==> config.mk <==
export PLATFORM = sky130hd
export DESIGN_NAME = irq_ctrl
export DESIGN_NICKNAME = d
export VERILOG_FILES = /design/src/rtl/irq_pkg.sv /design/src/rtl/irq_sync.sv /design/src/rtl/irq_prio.sv /design/src/rtl/irq_ackfsm.sv /design/src/rtl/irq_ctrl.sv
export SDC_FILE = /design/constraint.sdc
export NUM_CORES = 1
export LEC_CHECK = 0
export ABC_AREA = 0
export BUFFER_PORTS_ARGS = -buffer_cell sky130_fd_sc_hd__buf_2
export CAP_MARGIN = 20
export CORE_MARGIN = 5
export CORE_UTILIZATION = 40
export DETAILED_ROUTE_END_ITERATION = 7
export HOLD_SLACK_MARGIN = 0.08
export SLEW_MARGIN = 20
export SYNTH_ARGS = -nofsm -noshare
export SYNTH_HDL_FRONTEND = slang
export SYNTH_HIERARCHICAL = 1
export SYNTH_SLANG_ARGS = --single-unit
==> constraint.sdc <==
create_clock -name clk -period 2.7 [get_ports clk]
set_clock_uncertainty 0.2 [all_clocks]
set_input_delay 0.81 -clock clk [delete_from_list [all_inputs] [get_ports clk]]
set_output_delay 0.81 -clock clk [all_outputs]
set_load 0.02 [all_outputs]
==> src/rtl/irq_pkg.sv <==
package irq_pkg;
    typedef enum logic [1:0] {
        CFG_WAIT_ICW1,
        CFG_WAIT_BASE,
        CFG_READY
    } cfg_state_t;

    typedef enum logic [1:0] {
        ACK_IDLE,
        ACK_FIRST,
        ACK_GAP,
        ACK_SECOND
    } ack_state_t;
endpackage

==> src/rtl/irq_sync.sv <==
module irq_sync #(
    parameter int W = 1
) (
    input  logic         clk,
    input  logic         rst_n,
    input  logic [W-1:0] d,
    output logic [W-1:0] q
);
    logic [W-1:0] stage1;

    always_ff @(posedge clk or negedge rst_n) begin
        if (!rst_n) begin
            stage1 <= '0;
            q      <= '0;
        end else begin
            stage1 <= d;
            q      <= stage1;
        end
    end
endmodule

==> src/rtl/irq_prio.sv <==
module irq_prio #(
    parameter int N  = 8,
    parameter int IW = $clog2(N)
) (
    input  logic [N-1:0]  vec,
    output logic          any,
    output logic [IW-1:0] idx
);
    always_comb begin
        any = 1'b0;
        idx = '0;
        for (int i = N - 1; i >= 0; i--) begin
            if (vec[i]) begin
                any = 1'b1;
                idx = IW'(i);
            end
        end
    end
endmodule

==> src/rtl/irq_ackfsm.sv <==
module irq_ackfsm
    import irq_pkg::*;
(
    input  logic       clk,
    input  logic       rst_n,
    input  logic       ack_s,
    output ack_state_t state,
    output logic       take,
    output logic       done,
    output logic       vec_on
);
    ack_state_t state_n;

    always_ff @(posedge clk or negedge rst_n) begin
        if (!rst_n) state <= ACK_IDLE;
        else        state <= state_n;
    end

    always_comb begin
        state_n = state;
        unique case (state)
            ACK_IDLE:   if (ack_s)  state_n = ACK_FIRST;
            ACK_FIRST:  if (!ack_s) state_n = ACK_GAP;
            ACK_GAP:    if (ack_s)  state_n = ACK_SECOND;
            ACK_SECOND: if (!ack_s) state_n = ACK_IDLE;
            default:                state_n = ACK_IDLE;
        endcase
    end

    always_comb begin
        take   = (state == ACK_IDLE) && ack_s;
        done   = (state == ACK_SECOND) && !ack_s;
        vec_on = (state == ACK_SECOND);
    end
endmodule

==> src/rtl/irq_ctrl.sv <==
module irq_ctrl
    import irq_pkg::*;
#(
    parameter int LINES = 8
) (
    input  logic             clk,
    input  logic             rst_n,
    input  logic             cs_n,
    input  logic             rd_n,
    input  logic             wr_n,
    input  logic             a0,
    input  logic [LINES-1:0] wdata,
    output logic [LINES-1:0] rdata,
    input  logic [LINES-1:0] irq_req,
    input  logic             ack,
    output logic             irq_out
);
    localparam int IW = $clog2(LINES);
    localparam int BW = LINES - IW;

    cfg_state_t       cfg_q, cfg_n;
    ack_state_t       ack_st;
    logic [LINES-1:0] req_s, req_prev, req_rise;
    logic             ack_s, take, done, vec_phase;
    logic [LINES-1:0] irr, isr, imr, irr_n, isr_n;
    logic [BW-1:0]    base;
    logic             aeoi, rd_isr, sel_valid, wr_q;
    logic [IW-1:0]    sel_line;
    logic             wr_act, wr_go, rd_act, cfg_ready;
    logic             icw1_wr, base_wr, mask_wr, cmd_wr, rdsel_wr, eoi_wr;
    logic             p_any, s_any;
    logic [IW-1:0]    p_idx, s_idx;
    logic [LINES-1:0] pend;

    irq_sync #(.W(LINES)) u_req_sync (.clk(clk), .rst_n(rst_n), .d(irq_req), .q(req_s));
    irq_sync #(.W(1))     u_ack_sync (.clk(clk), .rst_n(rst_n), .d(ack),     .q(ack_s));

    irq_ackfsm u_ackfsm (
        .clk(clk), .rst_n(rst_n), .ack_s(ack_s), .state(ack_st),
        .take(take), .done(done), .vec_on(vec_phase)
    );

    assign pend = irr & ~imr;
    irq_prio #(.N(LINES), .IW(IW)) u_prio_pend (.vec(pend), .any(p_any), .idx(p_idx));
    irq_prio #(.N(LINES), .IW(IW)) u_prio_isr  (.vec(isr),  .any(s_any), .idx(s_idx));

    // host strobe decode: one action per write strobe
    assign wr_act    = !cs_n && !wr_n;
    assign rd_act    = !cs_n && !rd_n;
    assign wr_go     = wr_act && !wr_q;
    assign cfg_ready = (cfg_q == CFG_READY);
    assign icw1_wr   = wr_go && !a0 && wdata[4];
    assign base_wr   = wr_go && a0 && (cfg_q == CFG_WAIT_BASE);
    assign mask_wr   = wr_go && a0 && cfg_ready;
    assign cmd_wr    = wr_go && !a0 && !wdata[4] && cfg_ready;
    assign rdsel_wr  = cmd_wr && wdata[3];
    assign eoi_wr    = cmd_wr && !wdata[3] && wdata[5];
    assign req_rise  = req_s & ~req_prev;

    // setup state register
    always_ff @(posedge clk or negedge rst_n) begin
        if (!rst_n) cfg_q <= CFG_WAIT_ICW1;
        else        cfg_q <= cfg_n;
    end

    always_comb begin
        cfg_n = cfg_q;
        unique case (cfg_q)
            CFG_WAIT_ICW1: if (icw1_wr) cfg_n = CFG_WAIT_BASE;
            CFG_WAIT_BASE: if (base_wr) cfg_n = CFG_READY;
            CFG_READY:     if (icw1_wr) cfg_n = CFG_WAIT_BASE;
            default:                    cfg_n = CFG_WAIT_ICW1;
        endcase
    end

    // next request / in-service values
    always_comb begin
        irr_n = irr;
        isr_n = isr;
        if (take && p_any) begin
            irr_n[p_idx] = 1'b0;
            isr_n[p_idx] = 1'b1;
        end
        if (done && aeoi && sel_valid) isr_n[sel_line] = 1'b0;
        if (eoi_wr && s_any)           isr_n[s_idx]    = 1'b0;
        if (cfg_ready)                 irr_n = irr_n | (req_rise & ~imr);
        if (icw1_wr) begin
            irr_n = '0;
            isr_n = '0;
        end
    end

    always_ff @(posedge clk or negedge rst_n) begin
        if (!rst_n) begin
            wr_q      <= 1'b0;
            req_prev  <= '0;
            irr       <= '0;
            isr       <= '0;
            imr       <= '0;
            base      <= '0;
            aeoi      <= 1'b0;
            rd_isr    <= 1'b0;
            sel_line  <= '0;
            sel_valid <= 1'b0;
        end else begin
            wr_q     <= wr_act;
            req_prev <= req_s;
            irr      <= irr_n;
            isr      <= isr_n;
            if (icw1_wr) begin
                imr    <= '0;
                aeoi   <= wdata[1];
                rd_isr <= 1'b0;
            end
            if (base_wr)  base   <= wdata[LINES-1:IW];
            if (mask_wr)  imr    <= wdata;
            if (rdsel_wr) rd_isr <= wdata[0];
            if (take) begin
                sel_line  <= p_any ? p_idx : IW'(LINES - 1);
                sel_valid <= p_any;
            end
        end
    end

    // output process
    always_comb begin
        irq_out = cfg_ready && p_any && (!s_any || (p_idx < s_idx));
        if (vec_phase)   rdata = {base, sel_line};
        else if (rd_act) rdata = a0 ? imr : (rd_isr ? isr : irr);
        else             rdata = '0;
    end
endmodule

==> results of run 1 <==
cell usage in the layout (no fill, tap or decap), types with 4 or more instances in the layout:
master,instances
dfrtp_1,65
o21ai_0,15
ha_1,6
nor4_2,4
buf_2,30
clkbuf_8,10
o21ai_1,4
nand2b_1,6
inv_1,10
nor2_1,24
nand2_1,15
a22o_1,16
nor4_1,5
nand3_1,10
buf_4,45
a2111oi_1,7
nor2b_1,9
a21oi_1,18
mux2i_1,8
mux2_2,5
nor2b_2,4
final cells by class:
class / count / area [µm²]
Fill cell: 700 / 3680
Sequential cell: 66 / 1650
Multi-Input combinational cell: 200 / 1460
Timing Repair Buffer: 78 / 531
Clock buffer: 10 / 138
Tap cell: 102 / 128
Clock inverter: 6 / 65.1
Inverter: 10 / 37.5
cells in the mapped netlist (all sizes together), types with 4 or more instances:
cell type / n
nand3: 10
nor2: 24
clkbuf: 6
a21oi: 18
nor4: 11
nor2b: 16
mux2i: 8
nand2b: 6
ha: 6
a2111oi: 8
a22o: 16
nand2: 15
nor3: 4
mux2: 7
o21ai: 19
inv: 10
buf: 6
dfrtp: 66
per-stage QoR:
step | total power, mW | utilization, % | hold slack [ns] | cell area, µm² | instances
after CTS | 4.26 | 51.4 | 0.153 | 3950 | 469
after global placement | 3.28 | 48.2 | 0.132 | 3700 | 452
after floorplan | 2.55 | - | 0.131 | 3140 | 288
after global routing | 4.59 | 52.2 | 0.156 | 4010 | 472
final | 4.31 | 52.2 | 0.151 | 4010 | 472
after detailed placement | 3.32 | 48.2 | 0.136 | 3700 | 452
worst max-delay path, stage by stage (launching register included):
cell and delay (ns):
dfrtp_1 0.37, nor2b_1 0.16, nor2_1 0.12, o21ai_1 0.11
a211oi_2 0.24, ha_1 0.29, a211oi_2 0.19, o211a_1 0.18
buf_6 0.12
logic make-up after synthesis:
kind of cell               after synthesis  synth area share [%]
muxes                                   15                  5.08
DFF                                     66                  52.8
buffers and inverters                   22                  3.04
adders and majority gates                6                  2.40
AOI/OAI and AO/OA                       80                  17.9
and+or+nand+nor                         99                  18.8
worst max-delay path by stage:
stage                             startpoint      end  slack [ns]  depth (start not counted)
after global routing      imr[2]$_DFFE_PN0P_  irq_out       -0.55                          9
after global placement    imr[7]$_DFFE_PN0P_  irq_out       -0.12                          7
final                       irr[4]$_DFF_PN0_  irq_out       -0.43                          8
after detailed placement    irr[5]$_DFF_PN0_  irq_out       -0.17                          8
after floorplan             isr[5]$_DFF_PN0_  irq_out        0.02                          7
after CTS                   irr[4]$_DFF_PN0_  irq_out       -0.42                          8
per-layer routing:
metal / track usage [%] / vias up / routed length [µm]
met5: 0 / - / 0
met4: 5.88 / 0 / 194
met3: 4.36 / 12 / 462
met2: 26.0 / 78 / 3730
met1: 22.0 / 1249 / 3470
li1: - / 1214 / -
state kept, by name, summed over array words and instances, names as in the netlist:
name,count
u_req_sync/q,8
sel_valid,1
wr_q,1
base,5
u_ack_sync/stage1,1
u_ackfsm/state,2
rd_isr,1
aeoi,1
cfg_q,2
req_prev,8
irr,8
imr,8
u_ack_sync/q,1
isr,8
u_req_sync/stage1,8
sel_line,3
power breakdown:
group	switching [mW]	internal (mW)	leakage (nW)	total [mW]
registers	0.173	1.23	0.814	1.40
logic	1.08	0.982	0.927	2.06
clock network	0.395	0.453	0.103	0.847
total	1.65	2.67	1.84	4.31
repair_timing:
action                                  in CTS  in global routing
pin swaps                                    6                  0
hold buffers                                 0                  0
cloned                                       0                  0
resized for setup                           13                 10
endpoints found under the setup margin       9                  9
setup buffers                                1                  3
==> summary.md, run 1 <==
| Metric | Value |
|---|---|
| Outcome | `finished, violations left` |
| Failing checks | `setup timing` |
| # IOs | `32` |
| Setup-violating endpoint count in the final report | `1` |
| Flip-flop and latch count after synthesis | `66` |
| Area of the mapped netlist | `3130 µm²` |
| Crit path max fanout | `3` |
| Floorplan die width | `98.4 µm` |
| Final clock period utilization by the worst path | `116%` |
| Fraction of synthesized cell area taken by the top area cell type | `52.8%` |
| Area grow syn2layout | `28.3%` |
| Post-DR vias/cell | `5.41` |
| Sum Neg Setup Slack | `-0.430 ns` |
| First-pass DRT Iterations | `4` |
| Worst Setup Slack, final | `-0.430 ns` |
| Clock insertion delay at the later pin of the skew report | `0.35 ns` |
| Setup repair after global routing missed its margin | `true` |
| Number of buffers added by the clock tree synthesis step | `9` |
| Startpoint type of the worst setup path | `flip-flop` |
| Ys Warns | `6` |
| Final Wtd Congestion | `0.921` |
| Maximum level of the CTS H-tree | `3` |
| Synth top area cells | `dfrtp_1, a22o_1, nor2b_1, a21oi_1, o21ai_0` |
| DP Wirelength | `5710 µm` |
| Total wire length after detailed routing | `7850 µm` |
| Avg Synthesized Cell Area | `10.9 µm²` |
| Fraction of layout instances using a drive strength above 1 | `33.8%` |
| Number of unique standard cell types used by synthesis | `45` |
| Leakage | `1.84 nW` |
| CTS clock-pin slew for the worst setup and hold paths | `0.07 ns` |
| Wire length of the first global-routing pass | `12,600 µm` |
| Synthesized net count | `317` |
| Vertical extent of the die | `98.4 µm` |
| Worst-case clock buffer depth | `2` |
| Row Count | `32` |
| Count of inserted antenna diode cells | `0` |
| Final Hold Viols | `0` |
| Share of the yosys chip area belonging to registers | `52.8%` |
| Post-route minimum period | `3.13 ns` |
| Largest net degree at the start of global routing | `67` |
| Initial Util | `40.7%` |
| All-Layer GR Usage | `16.5%` |
| Tightest Pin Transition | `0.805 ns` |
| Total DRC errors in the routed layout | `0` |
| HP Start | `u_ack_sync/stage1$_DFF_PN0_` |
| Drt initial violations | `140` |
| Number of global-route vias before repair | `2,522` |
| Number of cells traversed by the worst hold path | `0` |
| Number of pins with negative max-slew slack in the final report | `0` |
| Clock sinks | `66` |
| Final ANT Viol Nets | `0` |
| Count of buffers inserted at the top-level ports | `31` |
| Type of the worst min-delay path | `reg -> reg` |
| Worst r2r path cells | `9` |
| Max Cap Viol | `0` |
| TritonCTS clock tree | `done` |
| Minimum setup slack after placement | `-0.170 ns` |
| Number of enable flip-flop cells after synthesis | `0` |
| Worst-case headroom to the max-slew limit | `46.3%` |
| GRT overflow | `0` |
| Power Dens Cells | `1080 nW/µm²` |
| Root buffer cell | `clkbuf_8` |
| Critical register-to-register path endpoint | `isr[4]$_DFF_PN0_` |
| Slack of the worst reg-to-reg path | `0.39 ns` |
| Die ar. | `9680 µm²` |
| Max Fclk | `0.319 GHz` |
| Cell type contributing the most total cell area after synthesis | `dfrtp_1` |
| Total number of vias | `2,553` |
| Average routed wire per standard cell | `16.6 µm` |
| Fraction of registers with async set/reset | `100%` |
| Ys flop type | `dfrtp_1` |
| IR drop worst, VDD | `438 µV` |
| Final net count | `394` |
| CP Data Required Time | `1.69 ns` |
| Endpoint, Worst Hold | `u_ack_sync/q$_DFF_PN0_` |
| Initial antenna violation count | `0` |
| Setup Crit Path Kind | `reg -> out` |
| Synthesized instance count | `288` |
| Crit path DAT | `2.12 ns` |
| Reg2reg start | `imr[2]$_DFFE_PN0P_` |
| Capturing element type of the critical path | `output port` |
| Core area | `7690 µm²` |
Power figures use the tool's default switching activity.
==> run 2: changes to the inputs <==
- SYNTH_HIERARCHICAL: 1 -> default
==> run 2 against run 1 <==
  * Sequential share of layout area down 0.34 points
  * The flow still finishes with violations (setup timing)
  * Register-to-register slack better by 0.28 ns
  * Wire length up 1.2%
  * Highest routed layer unchanged
  * Via count down 0.12%
  * Clock power up 0.5%
  * Core utilization up 0.67 points
  * Final area up 0.75%
  * Critical path depth unchanged
  * Worst hold slack worse by 0.0035 ns
  * Maximum frequency down 8.2%
  * Clock-buffer cell count up 3
  * Global-route usage up 0.86 points
==> summary.md, run 2 <==
| Metric | Value |
|---|---|
| Total number of vias | `2,550 (was 2,553)` |
| All-Layer GR Usage | `17.4% (was 16.5%)` |
| TritonCTS clock tree | `done (unchanged)` |
| Post-DR vias/cell | `5.26 (was 5.41)` |
| Number of pins with negative max-slew slack in the final report | `0 (unchanged)` |
| Final core occ | `52.8% (was 52.2%)` |
| Fraction of registers with async set/reset | `100% (unchanged)` |
| # IOs | `32 (unchanged)` |
| Root buffer cell | `clkbuf_8 (unchanged)` |
| Leakage | `1.94 nW (was 1.84 nW)` |
| Average routed wire per standard cell | `16.4 µm (was 16.6 µm)` |
| Clock insertion delay at the later pin of the skew report | `0.34 ns (was 0.35 ns)` |
| Type of the worst min-delay path | `reg -> reg (unchanged)` |
| Setup-violating endpoint count in the final report | `1 (unchanged)` |
| Ys flop type | `dfrtp_1 (unchanged)` |
| Placed Cells | `468 (was 452)` |
| Synthesized net count | `323 (was 317)` |
| Outcome | `finished, violations left (unchanged)` |
| Cell type contributing the most total cell area after synthesis | `dfrtp_1 (unchanged)` |
| Synth top area cells | `dfrtp_1, a22o_1, nor2_1, a21oi_1, ha_1 (was dfrtp_1, a22o_1, nor2b_1, a21oi_1, o21ai_0)` |
| Die ar. | `9670 µm² (was 9680 µm²)` |
| Synth Area in Compound Gates | `19.2% (was 17.9%)` |
| Post-synthesis mux area share | `5.09% (was 5.08%)` |
| Largest net degree at the start of global routing | `67 (unchanged)` |
| Number of buffers added by the clock tree synthesis step | `9 (unchanged)` |
| Worst Setup Slack, final | `-0.709 ns (was -0.430 ns)` |
| Core area | `7650 µm² (was 7690 µm²)` |
| IR drop worst, VDD | `386 µV (was 438 µV)` |
| Maximum cell stage delay along the critical path | `0.54 ns (was 0.37 ns)` |
| CTS clock-pin slew for the worst setup and hold paths | `0.07 ns (about the same)` |
| Setup repair after global routing missed its margin | `true (unchanged)` |
| Total wire length after detailed routing | `7950 µm (was 7850 µm)` |
| Share of the yosys chip area belonging to registers | `52.9% (was 52.8%)` |
| Power Dens Cells | `1110 nW/µm² (was 1080 nW/µm²)` |
| Failing checks | `setup timing (unchanged)` |
| CP Data Required Time | `1.69 ns (about the same)` |
| Count leader, synth | `dfrtp_1 (unchanged)` |
| Number of unique standard cell types used by synthesis | `53 (was 45)` |
| Vertical extent of the die | `98.3 µm (was 98.4 µm)` |
| Post-Synth Simple-Gate Area | `17.1% (was 18.8%)` |
| Synth top cells by count | `dfrtp_1, nor2_1, nand2_1, a21oi_1, o21ai_0 (was dfrtp_1, nor2_1, a21oi_1, o21ai_0)` |
| First-pass DRT Iterations | `4 (unchanged)` |
| Fraction of synthesized cell area taken by the top area cell type | `52.9% (was 52.8%)` |
| Slowest cell on the critical path | `or4_4 (was dfrtp_1)` |
| Number of global-route vias before repair | `2,584 (was 2,522)` |
| Final clock period utilization by the worst path | `126% (was 116%)` |
| Ys Warns | `0 (was 6)` |
| Fraction of layout instances using a drive strength above 1 | `33.4% (was 33.8%)` |
| Max Fclk | `0.293 GHz (was 0.319 GHz)` |
| Sum Neg Setup Slack | `-0.709 ns (was -0.430 ns)` |
| Most frequent cells in the layout | `dfrtp_1, buf_4, nor2_1 (was dfrtp_1, buf_4, buf_2)` |
| Main combinational cell family by area after synthesis | `compound AO/OA/AOI/OAI gates (was simple AND/OR/NAND/NOR gates)` |
| Synthesized instance count | `293 (was 288)` |
| Crit path max fanout | `2 (was 3)` |
| Number of standard cells in the final layout excluding fillers | `485 (was 472)` |
| Capturing element type of the critical path | `output port (unchanged)` |
| Final Wtd Congestion | `0.877 (was 0.921)` |
| Fillers | `674 (was 700)` |
| Final Hold Viols | `0 (unchanged)` |
| Clock sinks | `66 (unchanged)` |
| Worst-case clock buffer depth | `2 (unchanged)` |
| Most frequent standard cell in the layout excluding fill and tap cells | `dfrtp_1 (unchanged)` |
| Final net count | `409 (was 394)` |
| Startpoint type of the worst setup path | `flip-flop (unchanged)` |
| Avg Synthesized Cell Area | `10.7 µm² (was 10.9 µm²)` |
| Maximum level of the CTS H-tree | `3 (unchanged)` |
| Crit-path cells | `or4_4 > a21o_1 > ha_4 > nand2_1 > a32o_1 > a31oi_1 > nor3_2 > buf_4 (was nor2b_1 > nor2_1 > o21ai_1 > a211oi_2 > ha_1 > a211oi_2 > o211a_1 > buf_6)` |
| Floorplan die width | `98.3 µm (was 98.4 µm)` |
| Area grow syn2layout | `29.4% (was 28.3%)` |
| Initial Util | `40.8% (was 40.7%)` |
| Total DRC errors in the routed layout | `0 (unchanged)` |
| Drt initial violations | `122 (was 140)` |
| Final ANT Viol Nets | `0 (unchanged)` |
| Area of the mapped netlist | `3120 µm² (was 3130 µm²)` |
| Count of inserted antenna diode cells | `0 (unchanged)` |
| Crit path DAT | `2.40 ns (was 2.12 ns)` |
| DP Wirelength | `5880 µm (was 5710 µm)` |
| Wire length of the first global-routing pass | `13,000 µm (was 12,600 µm)` |
| Max Cap Viol | `0 (unchanged)` |
| Setup Crit Path Kind | `reg -> out (unchanged)` |
| GRT overflow | `0 (unchanged)` |
| Count of buffers inserted at the top-level ports | `31 (unchanged)` |
| Worst-case headroom to the max-slew limit | `69.0% (was 46.3%)` |
| Number of enable flip-flop cells after synthesis | `0 (unchanged)` |
| XOR/XNOR share of the synthesized area | `0% (unchanged)` |
| Tightest Pin Transition | `0.463 ns (was 0.805 ns)` |
| Flip-flop and latch count after synthesis | `66 (unchanged)` |
| Initial antenna violation count | `0 (unchanged)` |
| Row Count | `32 (unchanged)` |
| Post-route minimum period | `3.41 ns (was 3.13 ns)` |
| Adder-cell share of the synthesized area | `2.81% (was 2.40%)` |
-- run 2: cell types whose count changed after synthesis, sizes merged, moves of 4 or more --
cell / change
nor2b: -10
a2111oi: -8
nor4: -9
nor2: +4
nor3: +5
nand2: +7
-- run 2: cell families (layout without fill, tap and decap cells) --
kind of cell,count (synthesis),after routing
and+or+nand+nor,101,101
buffers and inverters,21,111
DFF,66,66
AOI/OAI and AO/OA,83,83
adders and majority gates,7,7
muxes,15,15
-- run 2: area by class of cell --
class | count | area (µm²) | area share, %
flip-flops and latches | 66 | 1650 | 40.9
well taps | 102 | 128 | 3.16
repair buffers | 87 | 608 | 15.1
clock buffers | 13 | 169 | 4.18
multi-input cells | 206 | 1420 | 35.0
inverters | 9 | 33.8 | 0.836
clock inverters | 2 | 35.0 | 0.867
-- run 2: where the power goes --
part	internal [mW]	switching (mW)	total [mW]	leakage, nW
Sequential	1.23	0.164	1.39	0.821
Combinational	1.08	1.14	2.22	1.01
Clock	0.496	0.355	0.851	0.106
-- run 2: timing repair --
| item | CTS | global route |
|---|---|---|
| resized for setup | 4 | 7 |
| pin swaps | 1 | 3 |
| endpoints found under the setup margin | 9 | 9 |
| buffers inserted | 2 | 0 |
| hold buffers | 0 | 0 |
-- run 2: path summary, 6_finish.rpt --
check	from	to	slack, ns	cells after the start
max	isr[0]$_DFF_PN0_	irq_out	-0.71	8
max reg2reg	u_ackfsm.state[0]$_DFFE_PN0P_	irr[2]$_DFF_PN0_	0.67	7
min in group asynchronous	rst_n	irr[5]$_DFF_PN0_	0.27	2
min	u_req_sync.stage1[2]$_DFF_PN0_	u_req_sync.q[2]$_DFF_PN0_	0.15	0
min reg2reg	u_req_sync.stage1[2]$_DFF_PN0_	u_req_sync.q[2]$_DFF_PN0_	0.15	0
max in group asynchronous	rst_n	u_ackfsm.state[1]$_DFFE_PN0P_	1.74	2
-- run 2: worst max-delay path: cells and delay by family, from the launching register on --
kind            cells  cell delay [ns]
flops               1             0.38
simple gates        3             0.66
fa+ha+maj           1             0.27
compound gates      3             0.57
buf+inv             1             0.16
-- run 2: layer usage --
layer / track usage [%] / wire length (µm)
met5: 0 / 0
met4: 7.98 / 154
met3: 3.29 / 339
met2: 27.6 / 3770
met1: 23.0 / 3680
-- run 2: per-stage QoR --
stage / setup WS (ns) / area, µm² / hold WS [ns] / total power, mW
6_report: -0.709 / 4040 / 0.147 / 4.47
4_1_cts: -0.725 / 4020 / 0.149 / 4.47
3_5_place_dp: -0.361 / 3790 / 0.136 / 3.58
2_1_floorplan: -0.356 / 3160 / 0.131 / 2.68
5_1_grt: -0.793 / 4040 / 0.156 / 4.77
3_3_place_gp: -0.298 / 3790 / 0.133 / 3.52
